### src/rtl/dma_eng_pkg.sv
package dma_eng_pkg;

  localparam int BURST_LEN = 4;
  localparam int BEAT_W    = $clog2(BURST_LEN);
  localparam int STEP_W    = 5;

  typedef enum logic [2:0] {
    S_IDLE,
    S_WAIT,
    S_RDREQ,
    S_RDRSP,
    S_WRREQ,
    S_WRRSP
  } seq_state_t;

  typedef struct packed {
    logic [2:0] src_code;
    logic [2:0] dst_code;
    logic       burst;
    logic [1:0] width;
    logic       src_sys;
    logic       dst_sys;
  } chan_cfg_t;

  // magnitude of one address step; the sign comes from code bit 2
  function automatic logic [STEP_W-1:0] step_size(input logic [1:0] sel,
                                                  input logic       burst);
    logic [STEP_W-1:0] m;
    case (sel)
      2'd1:    m = STEP_W'(1);
      2'd2:    m = STEP_W'(2);
      2'd3:    m = STEP_W'(4);
      default: m = '0;
    endcase
    return burst ? STEP_W'(m * BURST_LEN) : m;
  endfunction

endpackage

### src/rtl/dma_step_unit.sv
module dma_step_unit
  import dma_eng_pkg::*;
#(
  parameter int AW = 32
) (
  input  logic          clk,
  input  logic          rst_n,
  input  logic          load,
  input  logic [AW-1:0] load_addr,
  input  logic          advance,
  input  logic [2:0]    code,
  input  logic          burst,
  output logic [AW-1:0] addr
);

  logic [STEP_W-1:0] mag;
  logic [AW-1:0]     addr_q;

  assign mag  = step_size(code[1:0], burst);
  assign addr = addr_q;

  always_ff @(posedge clk or negedge rst_n) begin
    if (!rst_n) begin
      addr_q <= '0;
    end else if (load) begin
      addr_q <= load_addr;
    end else if (advance) begin
      if (code[2]) addr_q <= addr_q - AW'(mag);
      else         addr_q <= addr_q + AW'(mag);
    end
  end

endmodule

### src/rtl/dma_hs_gate.sv
module dma_hs_gate #(
  parameter int LINES = 16,
  parameter int LW    = $clog2(LINES)
) (
  input  logic             clk,
  input  logic             rst_n,
  input  logic             load,
  input  logic [LW-1:0]    src_line,
  input  logic [LW-1:0]    dst_line,
  input  logic [LINES-1:0] hs_req,
  input  logic             cycle_end,
  output logic             hs_ok,
  output logic [LINES-1:0] hs_gnt
);

  logic [LW-1:0]    src_q, dst_q;
  logic [LINES-1:0] gnt_q;
  logic             src_ok, dst_ok;

  always_ff @(posedge clk or negedge rst_n) begin
    if (!rst_n) begin
      src_q <= '0;
      dst_q <= '0;
    end else if (load) begin
      src_q <= src_line;
      dst_q <= dst_line;
    end
  end

  assign src_ok = (src_q == '0) || hs_req[src_q];
  assign dst_ok = (dst_q == '0) || hs_req[dst_q];
  assign hs_ok  = src_ok && dst_ok;

  for (genvar i = 0; i < LINES; i++) begin : g_gnt
    always_ff @(posedge clk or negedge rst_n) begin
      if (!rst_n) gnt_q[i] <= 1'b0;
      else        gnt_q[i] <= cycle_end && (i != 0) &&
                              ((src_q == LW'(i)) || (dst_q == LW'(i)));
    end
  end

  assign hs_gnt = gnt_q;

  // a grant lasts a single clock
  p_gnt_pulse_r9: assert property (@(posedge clk) disable iff (!rst_n)
    (gnt_q != '0) |=> (gnt_q == '0));

endmodule

### src/rtl/dma_seq.sv
module dma_seq
  import dma_eng_pkg::*;
#(
  parameter int AW = 32,
  parameter int DW = 32,
  parameter int CW = 24
) (
  input  logic          clk,
  input  logic          rst_n,
  input  logic          go,
  input  chan_cfg_t     cfg_in,
  input  logic [CW-1:0] cfg_count,
  input  logic          hs_ok,
  input  logic [AW-1:0] src_addr,
  input  logic [AW-1:0] dst_addr,
  output chan_cfg_t     cfg_q,
  output logic          load,
  output logic          advance,
  output logic          cycle_end,
  output logic          busy,
  output logic          done_flag,
  output logic          err_flag,
  output logic [CW-1:0] count_now,
  output logic          req_valid,
  input  logic          req_ready,
  output logic          req_write,
  output logic [AW-1:0] req_addr,
  output logic [DW-1:0] req_wdata,
  output logic [1:0]    req_size,
  output logic          req_sys,
  input  logic          rsp_valid,
  output logic          rsp_ready,
  input  logic [DW-1:0] rsp_rdata,
  input  logic          rsp_err
);

  seq_state_t      state;
  logic [BEAT_W-1:0] beat;
  logic [BEAT_W-1:0] last_beat;
  logic [CW-1:0]   cnt;
  logic [DW-1:0]   data_q;
  logic            done_q, err_q;
  logic            wr_ok;

  assign last_beat = cfg_q.burst ? BEAT_W'(BURST_LEN - 1) : '0;
  assign load      = go && (state == S_IDLE);
  assign wr_ok     = (state == S_WRRSP) && rsp_valid && !rsp_err;
  assign advance   = wr_ok;
  assign cycle_end = wr_ok && (beat == last_beat);

  always_ff @(posedge clk or negedge rst_n) begin
    if (!rst_n) begin
      state  <= S_IDLE;
      beat   <= '0;
      cnt    <= '0;
      data_q <= '0;
      done_q <= 1'b0;
      err_q  <= 1'b0;
      cfg_q  <= '0;
    end else begin
      case (state)
        S_IDLE: begin
          if (go) begin
            cfg_q  <= cfg_in;
            cnt    <= cfg_count;
            beat   <= '0;
            err_q  <= 1'b0;
            done_q <= (cfg_count == '0);
            if (cfg_count != '0) state <= S_WAIT;
          end
        end
        S_WAIT:  if (hs_ok) state <= S_RDREQ;
        S_RDREQ: if (req_ready) state <= S_RDRSP;
        S_RDRSP: begin
          if (rsp_valid) begin
            if (rsp_err) begin
              err_q <= 1'b1;
              state <= S_IDLE;
            end else begin
              data_q <= rsp_rdata;
              state  <= S_WRREQ;
            end
          end
        end
        S_WRREQ: if (req_ready) state <= S_WRRSP;
        S_WRRSP: begin
          if (rsp_valid) begin
            if (rsp_err) begin
              err_q <= 1'b1;
              state <= S_IDLE;
            end else if (beat == last_beat) begin
              beat <= '0;
              cnt  <= cnt - CW'(1);
              if (cnt == CW'(1)) begin
                done_q <= 1'b1;
                state  <= S_IDLE;
              end else begin
                state <= S_WAIT;
              end
            end else begin
              beat  <= beat + BEAT_W'(1);
              state <= S_RDREQ;
            end
          end
        end
        default: state <= S_IDLE;
      endcase
    end
  end

  assign busy      = (state != S_IDLE);
  assign done_flag = done_q;
  assign err_flag  = err_q;
  assign count_now = cnt;
  assign req_valid = (state == S_RDREQ) || (state == S_WRREQ);
  assign req_write = (state == S_WRREQ);
  assign req_addr  = req_write ? dst_addr : src_addr;
  assign req_wdata = data_q;
  assign req_size  = cfg_q.width;
  assign req_sys   = req_write ? cfg_q.dst_sys : cfg_q.src_sys;
  assign rsp_ready = (state == S_RDRSP) || (state == S_WRRSP);

  // a stalled request keeps its fields
  p_hold_req_r10: assert property (@(posedge clk) disable iff (!rst_n)
    (req_valid && !req_ready) |=> (req_valid && $stable(req_addr) &&
                                   $stable(req_write) && $stable(req_wdata)));

  // while running the count only holds or drops by one
  p_count_step_r4: assert property (@(posedge clk) disable iff (!rst_n)
    ($past(busy) && busy) |-> ((cnt == $past(cnt)) || (cnt == $past(cnt) - CW'(1))));

  // completion and activity are exclusive
  p_done_idle_r6: assert property (@(posedge clk) disable iff (!rst_n)
    done_q |-> !busy);

  // an error always ends the transfer
  p_err_stop_r7: assert property (@(posedge clk) disable iff (!rst_n)
    $rose(err_q) |-> (state == S_IDLE) && !done_q);

  // no cycle starts while pacing is not satisfied
  p_hs_wait_r8: assert property (@(posedge clk) disable iff (!rst_n)
    ((state == S_WAIT) && !hs_ok) |=> (state == S_WAIT));

  // zero count finishes at once
  p_zero_count_r5: assert property (@(posedge clk) disable iff (!rst_n)
    (go && (state == S_IDLE) && (cfg_count == '0)) |=> (done_q && !busy));

endmodule

### src/rtl/dma_chan_engine.sv
module dma_chan_engine
  import dma_eng_pkg::*;
#(
  parameter int AW    = 32,
  parameter int DW    = 32,
  parameter int CW    = 24,
  parameter int LINES = 16,
  parameter int LW    = $clog2(LINES)
) (
  input  logic             clk,
  input  logic             rst_n,
  input  logic             go,
  input  logic [AW-1:0]    cfg_src_addr,
  input  logic [AW-1:0]    cfg_dst_addr,
  input  logic [CW-1:0]    cfg_count,
  input  logic [2:0]       cfg_src_step,
  input  logic [2:0]       cfg_dst_step,
  input  logic             cfg_burst,
  input  logic [1:0]       cfg_width,
  input  logic             cfg_src_sys,
  input  logic             cfg_dst_sys,
  input  logic [LW-1:0]    cfg_src_line,
  input  logic [LW-1:0]    cfg_dst_line,
  output logic             busy,
  output logic             done_flag,
  output logic             err_flag,
  output logic [CW-1:0]    count_now,
  input  logic [LINES-1:0] hs_req,
  output logic [LINES-1:0] hs_gnt,
  output logic             req_valid,
  input  logic             req_ready,
  output logic             req_write,
  output logic [AW-1:0]    req_addr,
  output logic [DW-1:0]    req_wdata,
  output logic [1:0]       req_size,
  output logic             req_sys,
  input  logic             rsp_valid,
  output logic             rsp_ready,
  input  logic [DW-1:0]    rsp_rdata,
  input  logic             rsp_err
);

  localparam int SIDES = 2;

  chan_cfg_t cfg_in, cfg_q;
  logic      load, advance, cycle_end, hs_ok;
  logic [SIDES-1:0][AW-1:0] side_base, side_addr;
  logic [SIDES-1:0][2:0]    side_code;

  assign cfg_in = '{src_code: cfg_src_step, dst_code: cfg_dst_step,
                    burst: cfg_burst, width: cfg_width,
                    src_sys: cfg_src_sys, dst_sys: cfg_dst_sys};

  assign side_base = {cfg_dst_addr, cfg_src_addr};
  assign side_code = {cfg_q.dst_code, cfg_q.src_code};

  for (genvar s = 0; s < SIDES; s++) begin : g_side
    dma_step_unit #(.AW(AW)) i_step (
      .clk       (clk),
      .rst_n     (rst_n),
      .load      (load),
      .load_addr (side_base[s]),
      .advance   (advance),
      .code      (side_code[s]),
      .burst     (cfg_q.burst),
      .addr      (side_addr[s])
    );
  end

  dma_hs_gate #(.LINES(LINES), .LW(LW)) i_gate (
    .clk       (clk),
    .rst_n     (rst_n),
    .load      (load),
    .src_line  (cfg_src_line),
    .dst_line  (cfg_dst_line),
    .hs_req    (hs_req),
    .cycle_end (cycle_end),
    .hs_ok     (hs_ok),
    .hs_gnt    (hs_gnt)
  );

  dma_seq #(.AW(AW), .DW(DW), .CW(CW)) i_seq (
    .clk       (clk),
    .rst_n     (rst_n),
    .go        (go),
    .cfg_in    (cfg_in),
    .cfg_count (cfg_count),
    .hs_ok     (hs_ok),
    .src_addr  (side_addr[0]),
    .dst_addr  (side_addr[1]),
    .cfg_q     (cfg_q),
    .load      (load),
    .advance   (advance),
    .cycle_end (cycle_end),
    .busy      (busy),
    .done_flag (done_flag),
    .err_flag  (err_flag),
    .count_now (count_now),
    .req_valid (req_valid),
    .req_ready (req_ready),
    .req_write (req_write),
    .req_addr  (req_addr),
    .req_wdata (req_wdata),
    .req_size  (req_size),
    .req_sys   (req_sys),
    .rsp_valid (rsp_valid),
    .rsp_ready (rsp_ready),
    .rsp_rdata (rsp_rdata),
    .rsp_err   (rsp_err)
  );

endmodule

### config.mk
export PLATFORM = sky130hd
export DESIGN_NAME = dma_chan_engine
export DESIGN_NICKNAME = d
export VERILOG_FILES = /design/src/rtl/dma_eng_pkg.sv /design/src/rtl/dma_step_unit.sv /design/src/rtl/dma_hs_gate.sv /design/src/rtl/dma_seq.sv /design/src/rtl/dma_chan_engine.sv
export SDC_FILE = /design/constraint.sdc
export NUM_CORES = 1
export LEC_CHECK = 0
export ABC_AREA = 0
export BUFFER_PORTS_ARGS = -buffer_cell sky130_fd_sc_hd__buf_2
export CAP_MARGIN = 5
export CORE_UTILIZATION = 59
export CTS_CLUSTER_DIAMETER = 40
export DETAILED_ROUTE_END_ITERATION = 10
export PLACE_DENSITY = 0.86
export SLEW_MARGIN = 20
export SYNTH_ARGS = -nofsm -noshare
export SYNTH_HDL_FRONTEND = slang
export SYNTH_SLANG_ARGS = --single-unit
### constraint.sdc
create_clock -name clk -period 10.5 [get_ports clk]
set_clock_uncertainty 0.2 [all_clocks]
set_input_delay 2.1 -clock clk [delete_from_list [all_inputs] [get_ports clk]]
set_output_delay 2.1 -clock clk [all_outputs]
set_load 0.01 [all_outputs]
==> reports/results.txt <==
The number of antenna violations at the first check in global routing is 1, and the die area is 0.0200 mm2. Across the whole layout, storage elements account for 0.00403 mm2. In the final routed layout, each cell accounts on average for 18.0 um. Number of gates resized after CTS: 0. For the worst setup path, the data arrival time is 4.91 ns.

The run gives 33.0 mm as the total wire length after detailed routing. Once placement finished, the instance area stood at 0.0129 mm2. Averaged over all synthesized cells, the footprint is 8.59 um2. The count of buffers added by post-CTS timing repair for setup was 0. Setup violations remaining at the end of the flow were counted as 0.

The number of antenna diodes in the final layout is 0. Setup repair after global routing left no endpoint under its margin. The number of different library cells used by synthesis comes to 73.

The run gives 21.3% as the proportion of power drawn by flip-flops and latches. Of the post-synthesis cell area, the dominant cell type holds 35.2%. The finished layout holds 1831 standard cells, fillers aside. The flow ran to the end, and the final reports show no timing, DRC or antenna violations. By area the synthesized netlist is led by sky130_fd_sc_hd__dfrtp_1 (35%), sky130_fd_sc_hd__ha_1 (7.6%), sky130_fd_sc_hd__mux2_2 (6.7%), sky130_fd_sc_hd__a21oi_1 (6.2%), sky130_fd_sc_hd__nand2_1 (5.6%). The leading area contributor after synthesis was sky130_fd_sc_hd__dfrtp_1.

For this run, design rule violations remaining after detail routing come to 0. The share of the cycle needed by the critical path after routing is 45.2%. Startpoint-to-endpoint class of the critical path: flip-flop to flip-flop. For the pin with the worst max-slew slack, the measured transition is 0.971 ns. On the critical path, the stage with the largest delay is an instance of sky130_fd_sc_hd__dfrtp_1.

The tool flagged a number of max-cap violations equal to 0. The fraction of power consumed by combinational cells is 67.8%. The run gives 0.44 ns as the clock insertion delay at the later pin of the skew report. The worst hold path class was flip-flop to flip-flop. The logs give 1791 for the number of nets in the finished design and 232 uV for the largest vdd supply drop. After synthesis, the most frequently instantiated cells are sky130_fd_sc_hd__nand2_1 (171), sky130_fd_sc_hd__dfrtp_1 (161), sky130_fd_sc_hd__a21oi_1 (141), sky130_fd_sc_hd__nor2_1 (126), sky130_fd_sc_hd__o21ai_0 (88).

The worst setup path is launched from a flip-flop. The first global-routing pass estimated 52.6 mm of wire. The maximum number of pins on one net before global-route repair is 98.

The most used flip-flop cell after synthesis is sky130_fd_sc_hd__dfrtp_1. After routing, the total negative slack on setup checks comes to 0 ns. For this configuration, the core starts out at a cell density of 60.6%. The run gives 5.75 mW as the total power consumption of the routed design.

Synthesis-to-layout area growth: 18.1%. Summed over all nets, the switching power comes to 2.87 mW. The final route contains 11.2k vias. The tools report the leakage component of the power as 6.30 nW. For this run, asynchronously set or reset flops after synthesis account for 100%. For the via count of the first global-routing pass, the log shows 10.6k.

The final-report hold violation count was 0. Using the TritonRoute via totals, the vias-per-cell ratio works out to 6.13. Yosys instantiated no cell more often than sky130_fd_sc_hd__nand2_1. The run gives 1333 as the post-synthesis cell count. Switching portion of total power: 49.9%.

The H-tree generated during clock tree synthesis spans 4 levels. The required time at the worst-slack endpoint came out at 10.67 ns. The number of input and output port buffers inserted works out to 271. Final max-slew violation count: 0.

Type of destination of the critical path: a flip-flop. At the end of routability-driven placement, the weighted congestion stood at 0.954. Counting I/O delays and the setup requirement, the final critical path takes 4.74 ns. The clock-pin slew on the worst setup and hold paths is 0.07 ns, and the detailed-placement wirelength estimate is 23.5 mm. After synthesis, flip-flops and latches occupy 35.2% of the total area. For the number of standard-cell rows in the floorplan, the log shows 50. Timing analysis after detailed placement gives a worst setup slack of 5.88 ns. Pin placement for this block handled 274 I/O pins. The count of nets left with antenna violations once routing finished came out at 0. The max-slew headroom at the worst pin is 35.3%. The power density of the placed cells was 425 mW/mm2.

The critical path goes through or3b_2 > ha_1 > inv_1 > nor2_1 > ha_1 > or2_2 > ha_1 > and4_1 > nand4_1 > o211ai_2 > a31oi_2 > o21ai_2 > a21oi_2 > or3b_1 > a31oi_1 > a221o_1. Die span in x: 141 um. Along the worst path, the maximum fanout reaches 18. The Yosys step of the flow raised 0 warnings. The root buffer cell is sky130_fd_sc_hd__clkbuf_16.

The number of storage elements in the synthesis netlist works out to 161. The internal power was 2.88 mW; the peak per-stage delay on the critical path was 0.59 ns. The area of the multi-input gates was 0.00702 mm2.

The tools report the number of detailed-routing iterations run before antenna repair as 5. Measured along the y axis, the die boundary spans 141 um. The core area was 0.0189 mm2; the overall track demand over capacity in global routing was 33.3%.

The number of hold buffers added after CTS was 0. TritonCTS built the clock tree. Based on the critical path, the design can be clocked at up to 211 MHz. Yosys mapped a number of flops with a built-in enable equal to 0.

The logs give 866 for the initial DRC count and 5.76 ns for the final critical-path setup slack. Fill cells in the final layout number 1467. The logs give 0.0115 mm2 for the post-synthesis instance area and 17 for the CTS buffer count. Part of the power in the clock network: 10.9%.

The post-layout instance area was 0.0135 mm2; the number of cells after detailed placement was 1799. The clock drives 161 sinks. The clock passes through at most 2 buffers.

The remaining global-route overflow was 0. The number of nets handed over by synthesis was 1566. The cell repeated most along the worst path is sky130_fd_sc_hd__ha_1. Cells with a size suffix above 1 make up 27.1% of the layout.
## worst max-delay path: cells and delay by family, from the launching register on
kind,cells,cell delay (ns)
compound gates,6,1.15
fa+ha+maj,3,0.84
buf+inv,1,0.06
simple gates,6,1.83
flops,1,0.59
## cell usage in the layout (no fill, tap or decap), drive strengths merged, types with 7 or more instances in the layout
cell    count
ha         70
a31oi      25
xor2       26
nand4      12
nor2      126
o22ai       9
mux2       69
or2        10
nand2     171
dfrtp     161
a21o       34
clkbuf     17
nand2b      9
nand3      34
o21ai     101
o21bai     11
or3         8
inv        42
buf       281
a22oi      24
a21oi     149
nor2b      17
xnor2      29
mux4        8
nor3b       8
a211oi      7
nor3       21
nor4        8
and2        7
## sequential cells by signal (all words and copies together), names as in the netlist, 3 cells and up
name	flops
i_seq.req_wdata	32
i_gate.dst_q	4
i_gate.src_q	4
g_side.i_step.addr	64
i_seq.state	3
i_gate.hs_gnt	15
i_seq.count_now	24
i_seq.cfg_q	9
## routing by layer
metal,vias to the layer above,track usage [%],share of wire (%)
li1,5252,-,-
met1,5294,44.0,41
met2,606,55.2,48
met3,70,4.59,8.8
met4,2,13.3,2.3
met5,-,0,0.052
## cell families after synthesis
family	after synthesis	share of synthesized area [%]
other	1	0.0327
xor gates and xnor gates	55	4.21
DFF	161	35.2
AOI/OAI and AO/OA	402	22.0
muxes	81	8.71
and+or+nand+nor	452	18.1
adders and majority gates	72	8.00
buffers and inverters	109	3.77
## power by group through the flow
stage                     Sequential, mW  Combinational, mW  Clock [mW]
final                               1.22               3.90       0.627
after global routing                1.26               4.27       0.664
after CTS                           1.21               3.84       0.633
after detailed placement            1.22               3.79           0
after global placement              1.20               3.68           0
after floorplan                     1.12               2.98           0
## worst paths after layout
path / start / endpoint / slack, ns / cells after the start
worst min register to register: i_seq.req_size[1]$_DFFE_PN0P_ / i_seq.req_size[1]$_DFFE_PN0P_ / 0.28 / 2
worst max register to register: i_seq.cfg_q[4]$_DFFE_PN0P_ / g_side[0].i_step.addr[30]$_DFFE_PN0P_ / 5.76 / 16
worst min-delay path: i_seq.req_size[1]$_DFFE_PN0P_ / i_seq.req_size[1]$_DFFE_PN0P_ / 0.28 / 2
max in group asynchronous: rst_n / i_seq.req_wdata[1]$_DFFE_PN0P_ / 7.05 / 2
min in group asynchronous: rst_n / i_gate.dst_q[0]$_DFFE_PN0P_ / 1.52 / 1
worst max-delay path: i_seq.cfg_q[4]$_DFFE_PN0P_ / g_side[0].i_step.addr[30]$_DFFE_PN0P_ / 5.76 / 16
## cell type report
cell class / count / area share, %
Multi-Input combinational cell: 1063 / 51.9
Sequential cell: 161 / 29.8
Timing Repair Buffer: 281 / 10.6
Clock inverter: 15 / 1.24
Tap cell: 260 / 2.40
Inverter: 34 / 0.943
Clock buffer: 17 / 3.14
## through the flow
step | utilization (%) | hold slack, ns
final | 71.6 | 0.277
after global routing | 71.6 | 0.307
after CTS | 71.6 | 0.281
after detailed placement | 68.4 | 0.263
after global placement | 68.4 | 0.253
after floorplan | - | 0.240
(Power assumes the default switching activity.)
